===== config.mk =====
export PLATFORM = sky130hd
export DESIGN_NAME = i2c_restart_seq
export DESIGN_NICKNAME = d
export VERILOG_FILES = /design/src/rtl/i2c_rs_pkg.sv /design/src/rtl/i2c_rs_bus_mon.sv /design/src/rtl/i2c_rs_tick_timer.sv /design/src/rtl/i2c_rs_addr_shift.sv /design/src/rtl/i2c_restart_seq.sv
export SDC_FILE = /design/constraint.sdc
export NUM_CORES = 1
export LEC_CHECK = 0
export ABC_CLOCK_PERIOD_IN_PS = 3500
export BUFFER_PORTS_ARGS = -buffer_cell sky130_fd_sc_hd__buf_4
export CORE_ASPECT_RATIO = 1.75
export CORE_MARGIN = 8
export CORE_UTILIZATION = 55
export DETAILED_ROUTE_END_ITERATION = 8
export PLACE_DENSITY = 0.83
export SYNTH_ARGS = -nofsm -noshare
export SYNTH_HDL_FRONTEND = slang
export SYNTH_SLANG_ARGS = --single-unit
export TNS_END_PERCENT = 1

===== constraint.sdc =====
create_clock -name clk -period 3.5 [get_ports clk]
set_input_delay 0.525 -clock clk [delete_from_list [all_inputs] [get_ports clk]]
set_output_delay 0.525 -clock clk [all_outputs]
set_load 0.03 [all_outputs]

===== src/rtl/i2c_rs_pkg.sv =====
// Package: shared state encoding, flag word layout and tick arithmetic
// for the repeated-start sequencer. Assumes integer nanosecond timings.
package i2c_rs_pkg;

    typedef enum logic [2:0] {
        ST_IDLE,
        ST_RELEASE,
        ST_WAIT_BB,
        ST_WAIT_LRB,
        ST_SETUP,
        ST_START,
        ST_ADDR,
        ST_DONE
    } rs_state_t;

    // Flag word: bit 3 master, bit 2 transmit, bit 1 bus-busy, bit 0 pending
    typedef struct packed {
        logic mst;
        logic trx;
        logic bb;
        logic pin;
    } rs_ctrl_t;

    // Ticks that cover ns with one extra so the first partial tick never shortens it
    function automatic int unsigned ns_to_ticks(input int unsigned ns,
                                                input int unsigned tick_ns);
        return (ns + tick_ns - 1) / tick_ns + 1;
    endfunction

    function automatic int unsigned max3(input int unsigned a,
                                         input int unsigned b,
                                         input int unsigned c);
        int unsigned m;
        m = (a > b) ? a : b;
        return (m > c) ? m : c;
    endfunction

endpackage


===== src/rtl/i2c_rs_bus_mon.sv =====
// Bus monitor: detects start/stop conditions on the sampled lines to keep a
// bus-busy status, and latches SDA at every SCL rising edge as the last
// received bit. Assumes scl_in/sda_in are already synchronous to clk.
module i2c_rs_bus_mon (
    input  logic clk,
    input  logic rst_n,
    input  logic scl_in,
    input  logic sda_in,
    output logic bus_busy,
    output logic lrb
);
    logic scl_q, sda_q;
    logic start_seen, stop_seen, scl_rise;

    assign start_seen = scl_q & scl_in & sda_q & ~sda_in;
    assign stop_seen  = scl_q & scl_in & ~sda_q & sda_in;
    assign scl_rise   = ~scl_q & scl_in;

    // Previous line levels, idle-high after reset
    always_ff @(posedge clk) begin
        if (!rst_n) begin
            scl_q <= 1'b1;
            sda_q <= 1'b1;
        end else begin
            scl_q <= scl_in;
            sda_q <= sda_in;
        end
    end

    // Bus-busy status set by a start condition, cleared by a stop condition
    always_ff @(posedge clk) begin
        if (!rst_n)          bus_busy <= 1'b0;
        else if (start_seen) bus_busy <= 1'b1;
        else if (stop_seen)  bus_busy <= 1'b0;
    end

    // Last received bit captured on each SCL rising edge
    always_ff @(posedge clk) begin
        if (!rst_n)        lrb <= 1'b1;
        else if (scl_rise) lrb <= sda_in;
    end

    // lrb keeps its value when SCL did not rise
    p_lrb_stable_r5: assert property (@(posedge clk) disable iff (!rst_n)
        (!scl_rise) |=> $stable(lrb));

endmodule


===== src/rtl/i2c_rs_tick_timer.sv =====
// Tick timer: loadable down counter that decrements once per tick strobe and
// reports expiry at zero. A load wins over a tick in the same cycle.
module i2c_rs_tick_timer #(
    parameter int unsigned CNT_W = 8
) (
    input  logic             clk,
    input  logic             rst_n,
    input  logic             tick,
    input  logic             load,
    input  logic [CNT_W-1:0] load_val,
    output logic             expired
);
    logic [CNT_W-1:0] cnt;

    // Down count in tick units
    always_ff @(posedge clk) begin
        if (!rst_n)                  cnt <= '0;
        else if (load)               cnt <= load_val;
        else if (tick && cnt != '0)  cnt <= cnt - 1'b1;
    end

    assign expired = (cnt == '0);

    // without a tick or a load the remaining delay never moves
    p_cnt_hold_r6: assert property (@(posedge clk) disable iff (!rst_n)
        (!load && !tick) |=> $stable(cnt));

endmodule


===== src/rtl/i2c_rs_addr_shift.sv =====
// Address shifter: holds the byte being sent, exposes the bit that follows
// the current one and flags the last bit. Rotates so every bit stays live.
module i2c_rs_addr_shift #(
    parameter int unsigned W = 8
) (
    input  logic         clk,
    input  logic         rst_n,
    input  logic         load,
    input  logic [W-1:0] din,
    input  logic         advance,
    output logic         next_bit,
    output logic         last
);
    localparam int unsigned LW = $clog2(W + 1);

    logic [W-1:0]  sh;
    logic [LW-1:0] left;

    // Shift register and remaining-bit count
    always_ff @(posedge clk) begin
        if (!rst_n) begin
            sh   <= '0;
            left <= '0;
        end else if (load) begin
            sh   <= din;
            left <= LW'(W);
        end else if (advance) begin
            sh   <= {sh[W-2:0], sh[W-1]};
            left <= left - 1'b1;
        end
    end

    assign next_bit = sh[W-2];
    assign last     = (left == LW'(1));

    // never more than W bits outstanding
    p_left_range_r10: assert property (@(posedge clk) disable iff (!rst_n)
        left <= LW'(W));

endmodule


===== src/rtl/i2c_restart_seq.sv =====
// Repeated-start sequencer (top): releases the bus without a stop, waits for
// the line to be free and the last received bit to read high, holds a setup
// delay, drives a start and shifts the address out MSB first. Assumes an
// external pull-up on both lines and a periodic tick of TICK_NS.
module i2c_restart_seq
    import i2c_rs_pkg::*;
#(
    parameter int unsigned BYTE_W   = 8,
    parameter int unsigned TICK_NS  = 100,
    parameter int unsigned SETUP_NS = 4700,
    parameter int unsigned HOLD_NS  = 4000,
    parameter int unsigned HALF_NS  = 5000
) (
    input  logic              clk,
    input  logic              rst_n,
    input  logic              tick,
    input  logic              start_req,
    input  logic              restart_req,
    input  logic [BYTE_W-1:0] addr_byte,
    input  logic              scl_in,
    input  logic              sda_in,
    output logic              scl_oe,
    output logic              sda_oe,
    output logic              busy,
    output logic [3:0]        ctrl_flags,
    output logic              ack_mode,
    output logic [BYTE_W-1:0] data_byte,
    output logic              bus_busy,
    output logic              lrb
);
    localparam int unsigned SETUP_TICKS = ns_to_ticks(SETUP_NS, TICK_NS);
    localparam int unsigned HOLD_TICKS  = ns_to_ticks(HOLD_NS, TICK_NS);
    localparam int unsigned HALF_TICKS  = ns_to_ticks(HALF_NS, TICK_NS);
    localparam int unsigned MAX_TICKS   = max3(SETUP_TICKS, HOLD_TICKS, HALF_TICKS);
    localparam int unsigned CNT_W       = $clog2(MAX_TICKS + 1);

    rs_state_t        state, state_n;
    rs_ctrl_t         ctrl_q;
    logic             phase_high;
    logic             tmr_load, tmr_expired;
    logic [CNT_W-1:0] tmr_val;
    logic             sh_load, sh_adv, sh_next, sh_last;
    logic             free_ok;
    logic             ev_arm, ev_start, ev_first, ev_edge;

    assign free_ok  = scl_in & sda_in;
    assign ev_arm   = (state == ST_WAIT_LRB) && lrb;
    assign ev_start = (state == ST_SETUP) && free_ok && tmr_expired;
    assign ev_first = (state == ST_START) && tmr_expired;
    assign ev_edge  = (state == ST_ADDR) && tmr_expired;

    i2c_rs_bus_mon u_mon (
        .clk      (clk),
        .rst_n    (rst_n),
        .scl_in   (scl_in),
        .sda_in   (sda_in),
        .bus_busy (bus_busy),
        .lrb      (lrb)
    );

    i2c_rs_tick_timer #(.CNT_W(CNT_W)) u_tmr (
        .clk      (clk),
        .rst_n    (rst_n),
        .tick     (tick),
        .load     (tmr_load),
        .load_val (tmr_val),
        .expired  (tmr_expired)
    );

    i2c_rs_addr_shift #(.W(BYTE_W)) u_sh (
        .clk      (clk),
        .rst_n    (rst_n),
        .load     (sh_load),
        .din      (data_byte),
        .advance  (sh_adv),
        .next_bit (sh_next),
        .last     (sh_last)
    );

    // Next-state selection and timer/shifter strobes
    always_comb begin
        state_n  = state;
        tmr_load = 1'b0;
        tmr_val  = '0;
        sh_load  = 1'b0;
        sh_adv   = 1'b0;
        unique case (state)
            ST_IDLE: begin
                if (restart_req && ctrl_q.mst)     state_n = ST_RELEASE;
                else if (start_req && !ctrl_q.mst) state_n = ST_WAIT_BB;
            end
            ST_RELEASE: state_n = ST_WAIT_BB;
            ST_WAIT_BB: begin
                if (!bus_busy || scl_in) state_n = ST_WAIT_LRB;
            end
            ST_WAIT_LRB: begin
                if (lrb) begin
                    state_n  = ST_SETUP;
                    tmr_load = 1'b1;
                    tmr_val  = CNT_W'(SETUP_TICKS);
                end
            end
            ST_SETUP: begin
                if (!free_ok) begin
                    tmr_load = 1'b1;
                    tmr_val  = CNT_W'(SETUP_TICKS);
                end else if (tmr_expired) begin
                    state_n  = ST_START;
                    tmr_load = 1'b1;
                    tmr_val  = CNT_W'(HOLD_TICKS);
                end
            end
            ST_START: begin
                if (tmr_expired) begin
                    state_n  = ST_ADDR;
                    tmr_load = 1'b1;
                    tmr_val  = CNT_W'(HALF_TICKS);
                    sh_load  = 1'b1;
                end
            end
            ST_ADDR: begin
                if (tmr_expired) begin
                    if (!phase_high) begin
                        tmr_load = 1'b1;
                        tmr_val  = CNT_W'(HALF_TICKS);
                    end else if (sh_last) begin
                        state_n = ST_DONE;
                    end else begin
                        sh_adv   = 1'b1;
                        tmr_load = 1'b1;
                        tmr_val  = CNT_W'(HALF_TICKS);
                    end
                end
            end
            ST_DONE: state_n = ST_IDLE;
            default: state_n = ST_IDLE;
        endcase
    end

    // State register
    always_ff @(posedge clk) begin
        if (!rst_n) state <= ST_IDLE;
        else        state <= state_n;
    end

    // Flag word, acknowledge mode and data byte
    always_ff @(posedge clk) begin
        if (!rst_n) begin
            ctrl_q    <= '{mst: 1'b0, trx: 1'b0, bb: 1'b0, pin: 1'b1};
            ack_mode  <= 1'b0;
            data_byte <= '0;
        end else begin
            if (state == ST_RELEASE)
                ctrl_q <= '{mst: 1'b0, trx: 1'b0, bb: 1'b0, pin: 1'b1};
            else if (ev_start)
                ctrl_q <= '{mst: 1'b1, trx: 1'b1, bb: 1'b1, pin: 1'b1};
            else if (state == ST_DONE)
                ctrl_q.pin <= 1'b0;
            if (ev_arm) begin
                ack_mode  <= 1'b1;
                data_byte <= addr_byte;
            end
        end
    end

    // Open-drain line enables and clock phase
    always_ff @(posedge clk) begin
        if (!rst_n) begin
            scl_oe     <= 1'b0;
            sda_oe     <= 1'b0;
            phase_high <= 1'b0;
        end else if (state == ST_RELEASE) begin
            scl_oe <= 1'b0;
            sda_oe <= 1'b0;
        end else if (ev_start) begin
            sda_oe <= 1'b1;
        end else if (ev_first) begin
            scl_oe     <= 1'b1;
            sda_oe     <= ~data_byte[BYTE_W-1];
            phase_high <= 1'b0;
        end else if (ev_edge) begin
            if (!phase_high) begin
                scl_oe     <= 1'b0;
                phase_high <= 1'b1;
            end else begin
                scl_oe     <= 1'b1;
                phase_high <= 1'b0;
                if (!sh_last) sda_oe <= ~sh_next;
            end
        end
    end

    assign busy       = (state != ST_IDLE);
    assign ctrl_flags = ctrl_q;

    // restart with master off leaves the sequencer idle
    p_guard_r2: assert property (@(posedge clk) disable iff (!rst_n)
        (state == ST_IDLE && restart_req && !start_req && !ctrl_q.mst) |=> !busy);

    // release clears master/transmit/bus-busy, sets pending, frees both lines
    p_release_r3: assert property (@(posedge clk) disable iff (!rst_n)
        (state == ST_RELEASE) |=> (ctrl_flags == 4'b0001 && !scl_oe && !sda_oe));

    // no progress while the bus is busy and SCL is held low
    p_wait_bb_r4: assert property (@(posedge clk) disable iff (!rst_n)
        (state == ST_WAIT_BB && bus_busy && !scl_in) |=> (state == ST_WAIT_BB));

    // no progress while the last received bit reads 0
    p_wait_lrb_r5: assert property (@(posedge clk) disable iff (!rst_n)
        (state == ST_WAIT_LRB && !lrb) |=> (state == ST_WAIT_LRB));

    // acknowledge mode is on whenever the start is being held
    p_ack_mode_r7: assert property (@(posedge clk) disable iff (!rst_n)
        (state == ST_START) |-> ack_mode);

    // SDA pulled low with SCL released carries the all-ones flag word
    p_start_flags_r8: assert property (@(posedge clk) disable iff (!rst_n)
        ($rose(sda_oe) && !scl_oe) |-> (ctrl_flags == 4'b1111));

    // completion always leaves the pending flag cleared
    p_done_pin_r11: assert property (@(posedge clk) disable iff (!rst_n)
        $fell(busy) |-> !ctrl_flags[0]);

endmodule


==> out/results.tsv, run 1 <==
stage	metric	value	unit
finish	fin_cells	318	
critical_path	worstRegToRegCells	4	
yosys	yosysMostFrequentCell	dfxtp_1	
worst_hold_path	hp-start	sda_in	
critical_path	crit_family	simple AND/OR/NAND/NOR gates	
sta	setup_tns	0	ns
yosys	ys_ff_latch	39	
critical_path	reg2reg_setup_slack	1.29	ns
floorplan	die_y	95.31	um
cts	post_cts_resized	0	
yosys	post-synth-top-area-cell	dfxtp_1	
finish	multi_input_area	1089	um2
drt	drt-initial-drc-count	75	
floorplan	die_area	5844	um2
grt	grt_max_degree	25	
cts	clk_pin_slew	0.07	ns
drt	drtAntennaViolNets	0	
grt	grt_overflow_total	0	
critical_path	path_cells	nand4bb_1, nor2_1, o21ai_0, a221oi_1	
placement	hpwl	3659	um
yosys	syn_area	1977	um2
cts	cts.path.max_buffers	2	
power	vdd_drop_max	0.3832	mV
floorplan	io_pins	33	
cts	cts_max_level	2	
sta	finalWorstSetupSlack	1.290	ns
critical_path	timing.rr.start	state[2]	
yosys	ys_types	51	
critical_path	crit_path_start_kind	register	
critical_path	arrival	2.41	ns
cts	clock_sinks	39	
finish	nNetsFinal	289	
critical_path	worstPathMaxFanout	16	
job	maxCapViolations	0	
yosys	synth_top_cell_area_share	39.49	%
floorplan	core	3520	um2
worst_hold_path	hold_depth	2	
yosys	synthTopCellsByCount	dfxtp_1, nand2_1, a21oi_1	
sta	finalCriticalPeriod	2.210	ns
yosys	synthArstFlopShare	0	%
cts	ctsHoldBuffers	0	
grt	grt_pass1_wl	8162	um
sta	final-hold-violation-count	0	
drt	via_per_inst	6.119	
drt	dr.pass1.iters	4	
sta	maxSlewViolCount	0	
finish	drive_gt1_share	18.38	%
critical_path	crit_type	register to register	
cts	cts_tree	built	
finish	syn_to_final_growth	15.44	%
floorplan	die_w	61.32	um
grt	grt_pass1_vias	1855	
power	power.leakage	0.8424	nW
floorplan	rows	29	
yosys	ys_seq_area_share	39.49	%
finish	antenna_cells	0	
run_status	outcome	finished, final reports clean	
grt	grt.total_usage	18.40	%
finish	nFillCells	332	
critical_path	critPathMaxStageDelay	0.76	ns
yosys	synth_warnings	0	
sta	rsz0062_at_grt	no	
sta	fin_skew	0.007088	ns
sta	relSlewSlack	35.82	%
drt	wirelength	5021	um
placement	place_ws	1.339	ns
critical_path	critPathRequiredTime	3.70	ns
critical_path	worstSetupEndpointType	register	
sta	period_share	63.15	%
cts	cts_buffers	5	
placement	placed_cells	310	
placement	gp_congestion	0.8825	
drt	wl_per_cell	15.79	um
worst_hold_path	hold_path.class	primary input to register	
yosys	synth_nets	266	
critical_path	cp_num_buf_inv	0	
power	p_per_area	547.9	nW/um2
sta	setup_viol	0	
worst_hold_path	holdPathEnd	u_mon.sda_q	
critical_path	cp_slowest_cell	nor2_1	
grt	antenna_found_initial	0	
yosys	synth_ff_type	dfxtp_1	
yosys	synth_area_leaders	dfxtp_1, a21oi_1, o21ai_0	
cts	clk_latency	0.29	ns
yosys	syn_inst	248	
drt	drc	0	
yosys	synth_edf_count	0	
yosys	syn_avg_cell_area	7.971	um2
critical_path	r2r_end	scl_oe	
sta	fmax	0.4524	GHz
cts	root_buffer	clkbuf_8	
cts	cts_setup_buffers	0	
floorplan	initial_core_util	56.17	%
placement	portBuffers	32	
drt	vias	1946	
finish	regArea	780.7	um2
sta	worst_slew_pin_slew	0.9591	ns
-- layer usage --
metal,track usage [%],wire (um),vias to the layer above
met2,32.37,2679,72
met4,12.92,235,0
li1,-,-,949
met5,0,0,-
met1,17.77,1854,902
met3,4.324,252,23
-- kinds of logic (layout without fill, tap and decap cells) --
kind of cell | count (synthesis) | in the layout | share of synthesized area (%)
DFF | 39 | 39 | 39.49
muxes | 2 | 2 | 1.076
adders and majority gates | 3 | 3 | 1.899
AOI/OAI and AO/OA | 85 | 85 | 25.70
and+or+nand+nor | 92 | 92 | 25.51
xor gates and xnor gates | 2 | 2 | 0.8862
buffers and inverters | 25 | 49 | 5.442
-- final cells by class --
type / instances / share of cell area (%)
inverter: 9 / 1.480
sequential: 39 / 34.21
tap: 46 / 2.522
clock inverter: 1 / 0.2193
clock buffer: 7 / 3.344
timing repair buffer: 32 / 10.53
multi-input combinational: 184 / 47.70
-- worst max-delay path by stage --
| stage | startpoint | depth (start not counted) | to |
|---|---|---|---|
| after floorplan | u_tmr.cnt[0] | 6 | state[0] |
| after global placement | state[2] | 4 | scl_oe |
| after detailed placement | state[2] | 4 | scl_oe |
| after CTS | state[2] | 4 | scl_oe |
| after global routing | state[2] | 4 | u_tmr.cnt[4] |
| final | state[2] | 4 | scl_oe |
-- sequential cells by signal, indices dropped and copies added, names as in the netlist --
signal and cells:
u_sh.sh 8, ctrl_flags 2, u_tmr.cnt 6, data_byte 8, u_sh.left 4, u_mon.bus_busy 1, u_mon.scl_q 1, u_mon.sda_q 1
u_mon.lrb 1, sda_oe 1, ack_mode 1, scl_oe 1, state 3, phase_high 1
-- per-stage QoR --
stage | hold WS, ns | cell area, um2 | total power, mW | utilization (%)
floorplan | 0.4558 | 1977 | 0.8562 | -
global placement | 0.4542 | 2201 | 0.9619 | 62.53
detailed placement | 0.4631 | 2201 | 0.9612 | 62.53
CTS | 0.4616 | 2282 | 1.254 | 64.84
global route | 0.4706 | 2282 | 1.324 | 64.84
finish | 0.4629 | 2282 | 1.250 | 64.84
-- placed cells by master, fill, tap and decap left out, types with 3 or more instances in the layout --
master and count:
or4_1 4, a31oi_1 14, clkbuf_8 5, dfxtp_1 39
ha_1 3, buf_4 32, nand2_1 32, o21ai_0 24
o31ai_1 4, nand3_1 14, inv_1 8, or2_2 3
nor2_1 9, nand2b_1 6, a21oi_1 27
-- power by group --
group | switching [mW] | internal [mW]
registers | 0.0717 | 0.488
clock network | 0.155 | 0.140
logic | 0.223 | 0.173
total | 0.449 | 0.801
No activity file was read; power rests on OpenSTA's default activity.
==> inputs of run 2 (changes only) <==
Settings changed: ABC_CLOCK_PERIOD_IN_PS 3500 to 2300.
Clock period 3.5 ns to 2.3 ns, I/O delays scaled along.
==> out/results.tsv, run 2 (synthesis results as in run 1) <==
stage	metric	value	unit
run_status	outcome	finished, final reports clean	
cts	cts_max_level	2	
sta	fmax	0.4962	GHz
cts	clk_latency	0.29	ns
critical_path	crit_path_start_kind	register	
drt	via_per_inst	5.994	
grt	grt_pass1_vias	1974	
placement	placed_cells	314	
cts	clk_pin_slew	0.08	ns
floorplan	die_area	5844	um2
sta	maxSlewViolCount	0	
finish	largestRegisters	data_byte x8, u_sh.sh x8, u_tmr.cnt x6	
critical_path	worstSetupEndpointType	register	
sta	finalCriticalPeriod	2.016	ns
placement	portBuffers	32	
job	maxCapViolations	0	
sta	finalWorstSetupSlack	0.2845	ns
power	total_power	2.062	mW
grt	grt_pass1_wl	8217	um
drt	wl_per_cell	15.89	um
drt	wirelength	5117	um
placement	place_ws	0.3605	ns
finish	nNetsFinal	293	
drt	vias	1930	
floorplan	rows	29	
cts	ctsHoldBuffers	0	
finish	layout_commonest_cell	dfxtp_1	
power	power.leakage	0.8825	nW
critical_path	worstPathMaxFanout	18	
sta	rsz0062_at_grt	no	
sta	period_share	87.63	%
cts	clock_sinks	39	
floorplan	io_pins	33	
drt	drc	0	
power	p_per_area	878.2	nW/um2
cts	cts_buffers	5	
cts	cts.path.max_buffers	2	
drt	drt-initial-drc-count	59	
cts	post_cts_resized	0	
finish	nFillCells	332	
sta	fin_skew	0.005680	ns
finish	multi_input_area	1089	um2
sta	setup_tns	0	ns
drt	routed.top_layer	met4	
drt	wl_met3	189	um
drt	dr.pass1.iters	4	
cts	cts_setup_buffers	0	
floorplan	die_y	95.31	um
grt	grt_max_degree	20	
drt	route.met2.wl	2754	um
finish	drive_gt1_share	20.29	%
drt	m1WireLength	1928	um
finish	final_cell_mix	dfxtp_1, buf_4, nand2_1, a21oi_1, o21ai_0	
grt	grt.total_usage	18.18	%
drt	drtAntennaViolNets	0	
critical_path	arrival	2.16	ns
finish	syn_to_final_growth	18.80	%
sta	worst_slew_pin_slew	0.5613	ns
grt	grt_overflow_total	0	
placement	hpwl	3627	um
floorplan	die_w	61.32	um
finish	fin_cells	322	
power	vdd_drop_max	0.5826	mV
finish	antenna_cells	0	
critical_path	crit_type	register to register	
cts	root_buffer	clkbuf_8	
sta	final-hold-violation-count	0	
sta	setup_viol	0	
placement	gp_congestion	0.8819	
grt	antenna_found_initial	0	
worst_hold_path	hold_path.class	primary input to register	
finish	regArea	780.7	um2
floorplan	core	3520	um2
sta	relSlewSlack	62.07	%
critical_path	critPathRequiredTime	2.44	ns
floorplan	initial_core_util	56.17	%
cts	cts_tree	built	
run 2: cell types whose count changed in the layout (fill, tap and decap cells not counted):
cell       change
buf_4          +4
clkbuf_1       -2
bufinv_16      +1
clkbuf_8       +1
run 2: power by group:
part	leakage [nW]	internal, mW	switching, mW
logic	0.504	0.275	0.361
registers	0.317	0.743	0.0919
clock network	0.0612	0.351	0.242
run 2: cell type report:
type,instances,share of cell area [%]
repair buffers,36,11.51
clock buffers,6,3.516
inverters,9,1.438
flip-flops and latches,39,33.24
clock inverters,2,1.492
multi-input cells,184,46.35
well taps,46,2.451
run 2: worst max-delay path: stages, from the launching register on:
cell	delay (ns)
dfxtp_1	0.32
inv_1	0.09
ha_1	0.24
and4bb_2	0.29
nand3_1	0.42
o21ai_0	0.43
a31oi_1	0.09
run 2: worst paths after layout:
check / slack (ns) / depth (start not counted) / to / start
max reg2reg: 0.28 / 6 / u_sh.sh[0] / u_tmr.cnt[0]
max: 0.28 / 6 / u_sh.sh[0] / u_tmr.cnt[0]
min reg2reg: 0.48 / 2 / ctrl_flags[0] / ctrl_flags[0]
min: 0.29 / 2 / u_mon.sda_q / sda_in
run 2: per-stage QoR:
stage	hold WS, ns	area [um2]	utilization, %
after CTS	0.2870	2349	66.73
after detailed placement	0.4639	2231	63.38
after floorplan	0.4465	1977	-
after global routing	0.2874	2349	66.73
final	0.2909	2349	66.73
after global placement	0.4550	2231	63.38
run 2: layer usage:
metal / track usage, % / vias to the layer above
met3: 4.324 / 22
met1: 16.33 / 910
met5: 0 / -
met4: 12.92 / 0
met2: 33.25 / 46
li1: - / 952
==> inputs of run 3 (changes only) <==
--- a/config.mk
+++ b/config.mk
@@ -16,2 +16,3 @@
 export SYNTH_HDL_FRONTEND = slang
+export SYNTH_HIERARCHICAL = 1
 export SYNTH_SLANG_ARGS = --single-unit
--- a/constraint.sdc
+++ b/constraint.sdc
@@ -3,2 +3,2 @@
 set_output_delay 0.345 -clock clk [all_outputs]
-set_load 0.03 [all_outputs]
+set_load 0.1 [all_outputs]
==> out/results.tsv, run 3 <==
stage	metric	value	unit
drt	drt-initial-drc-count	42	
drt	drtAntennaViolNets	0	
drt	drc	0	
grt	grt_overflow_total	0	
floorplan	initial_core_util	56.44	%
critical_path	r2r_end	u_sh/sh[4]	
placement	place_ws	-0.02175	ns
yosys	synth_ff_type	dfxtp_1	
critical_path	critPathRequiredTime	2.49	ns
drt	vias	1768	
yosys	syn_area	2007	um2
yosys	syn_avg_cell_area	8.504	um2
yosys	synth_top_cell_area_share	38.90	%
yosys	synth_nets	255	
finish	nFillCells	298	
placement	gp_congestion	0.7696	
sta	period_share	98.69	%
worst_hold_path	hold_path.class	primary input to register	
sta	rsz0062_at_grt	yes	
sta	finalWorstSetupSlack	0.03024	ns
cts	root_buffer	clkbuf_8	
run_status	outcome	finished, final reports clean	
floorplan	die_w	61.67	um
grt	grt.total_usage	15.44	%
cts	clock_sinks	39	
drt	routed.top_layer	met4	
floorplan	die_y	95.91	um
worst_hold_path	holdPathEnd	u_mon/sda_q	
sta	fin_skew	0.006888	ns
drt	dr.pass1.iters	4	
drt	wl_per_cell	13.24	um
power	p_per_area	977.0	nW/um2
critical_path	timing.rr.start	u_tmr/cnt[1]	
sta	finalCriticalPeriod	2.270	ns
yosys	synthTopCellsByCount	dfxtp_1, nand2_1, a21oi_1	
job	maxCapViolations	0	
placement	hpwl	3171	um
critical_path	arrival	2.46	ns
grt	antenna_found_initial	0	
yosys	yosysMostFrequentCell	dfxtp_1	
critical_path	worstPathMaxFanout	8	
yosys	ys_seq_area_share	38.90	%
sta	maxSlewViolCount	0	
yosys	ys_ff_latch	39	
critical_path	crit_type	register to register	
drt	route.met2.wl	2281	um
critical_path	worstRegToRegCells	10	
critical_path	crit_path_start_kind	register	
yosys	ys_types	50	
cts	cts_buffers	5	
finish	layout_commonest_cell	buf_4	
worst_hold_path	hp-start	sda_in	
finish	postLayoutCoreUtil	70.23	%
finish	largestRegisters	data_byte x8, u_sh/sh x8, u_tmr/cnt x6	
cts	ctsHoldBuffers	0	
yosys	synth_warnings	6	
sta	final-hold-violation-count	0	
sta	hold_slack	0.2887	ns
critical_path	worstSetupEndpointType	register	
worst_hold_path	hold_depth	2	
floorplan	die_area	5914	um2
sta	setup_viol	0	
grt	grt_pass1_vias	1704	
power	power.leakage	0.9970	nW
drt	wirelength	4302	um
critical_path	reg2reg_setup_slack	0.03	ns
yosys	syn_inst	236	
finish	antenna_cells	0	
grt	grt_max_degree	26	
cts	cts_max_level	2	
finish	final_cell_mix	buf_4, dfxtp_1, nand2_1, a21oi_1, mux2i_1	
finish	syn_to_final_growth	24.44	%
drt	via_per_inst	5.440	
placement	placed_cells	316	
cts	cts.path.max_buffers	2	
finish	nNetsFinal	297	
yosys	synth_area_leaders	dfxtp_1, nand2_1, a21oi_1	
drt	m1WireLength	1757	um
sta	fmax	0.4406	GHz
grt	grt_pass1_wl	7182	um
yosys	synthArstFlopShare	0	%
floorplan	io_pins	33	
floorplan	core	3556	um2
cts	clk_latency	0.29	ns
finish	fin_cells	325	
placement	portBuffers	32	
finish	drive_gt1_share	26.16	%
yosys	post-synth-top-area-cell	dfxtp_1	
power	vdd_drop_max	0.9287	mV
drt	wl_met3	208	um
cts	clk_pin_slew	0.08	ns
yosys	synth_edf_count	0	
floorplan	rows	29	
cts	cts_tree	built	
run 3: per-stage QoR:
| stage | total power, mW | setup TNS [ns] | instance area (um2) |
|---|---|---|---|
| detailed placement | 1.862 | -0.03750 | 2362 |
| global placement | 1.849 | 0 | 2362 |
| floorplan | 1.602 | -0.1069 | 2039 |
| finish | 2.440 | 0 | 2497 |
| global route | 2.583 | -0.4449 | 2497 |
| CTS | 2.448 | 0 | 2487 |
run 3: how the worst max path moves through the flow:
| stage | start | end | slack, ns | depth (start not counted) |
|---|---|---|---|---|
| after floorplan | u_tmr/cnt[0] | u_sh/sh[7] | -0.02 | 10 |
| after global placement | u_tmr/cnt[1] | u_sh/sh[1] | 0.01 | 10 |
| after detailed placement | u_tmr/cnt[1] | u_sh/sh[1] | -0.02 | 10 |
| after CTS | u_tmr/cnt[1] | u_sh/sh[4] | 0.02 | 10 |
| after global routing | u_tmr/cnt[1] | u_sh/sh[1] | -0.09 | 10 |
| final | u_tmr/cnt[1] | u_sh/sh[4] | 0.03 | 10 |
run 3: critical path, cell delays in order, from the launching register on:
cell      delay (ns)
dfxtp_2         0.33
inv_2           0.07
ha_4            0.13
or4b_4          0.48
nor2_4          0.10
nand4b_1        0.16
nor3_4          0.31
buf_12          0.17
mux2i_1         0.20
o21ai_1         0.08
and2_1          0.14
run 3: area by class of cell:
type | instances | area [um2] | area share [%]
clock inverters | 2 | 35.03 | 1.403
flip-flops and latches | 39 | 783.3 | 31.36
well taps | 46 | 57.56 | 2.305
repair buffers | 47 | 365.4 | 14.63
inverters | 11 | 41.29 | 1.653
clock buffers | 6 | 82.58 | 3.307
multi-input cells | 174 | 1132 | 45.34
run 3: power breakdown:
| part | switching [mW] | internal, mW |
|---|---|---|
| combinational | 0.578 | 0.425 |
| sequential | 0.0933 | 0.755 |
| clock | 0.238 | 0.351 |
| total | 0.910 | 1.53 |
run 3: kinds of logic after synthesis:
| kind of cell | Yosys count | share of synthesized area [%] |
|---|---|---|
| AOI/OAI and AO/OA | 65 | 19.39 |
| xor gates and xnor gates | 5 | 2.182 |
| adders and majority gates | 4 | 2.494 |
| buffers and inverters | 23 | 6.670 |
| DFF | 39 | 38.90 |
| muxes | 13 | 6.546 |
| other | 1 | 0.1869 |
| and+or+nand+nor | 86 | 23.63 |
run 3: metal layers:
metal  track usage (%)  vias up
met3             4.150        7
met4             6.501        0
met2             26.56       50
met5                 0        -
li1                  -      901
met1             16.94      810
run 3: what timing repair did:
item                       CTS  global route
pin swaps                    2             8
resized for setup            0             6
hold endpoints to repair     0             0
setup endpoints to repair    3            14
setup buffers                1             0
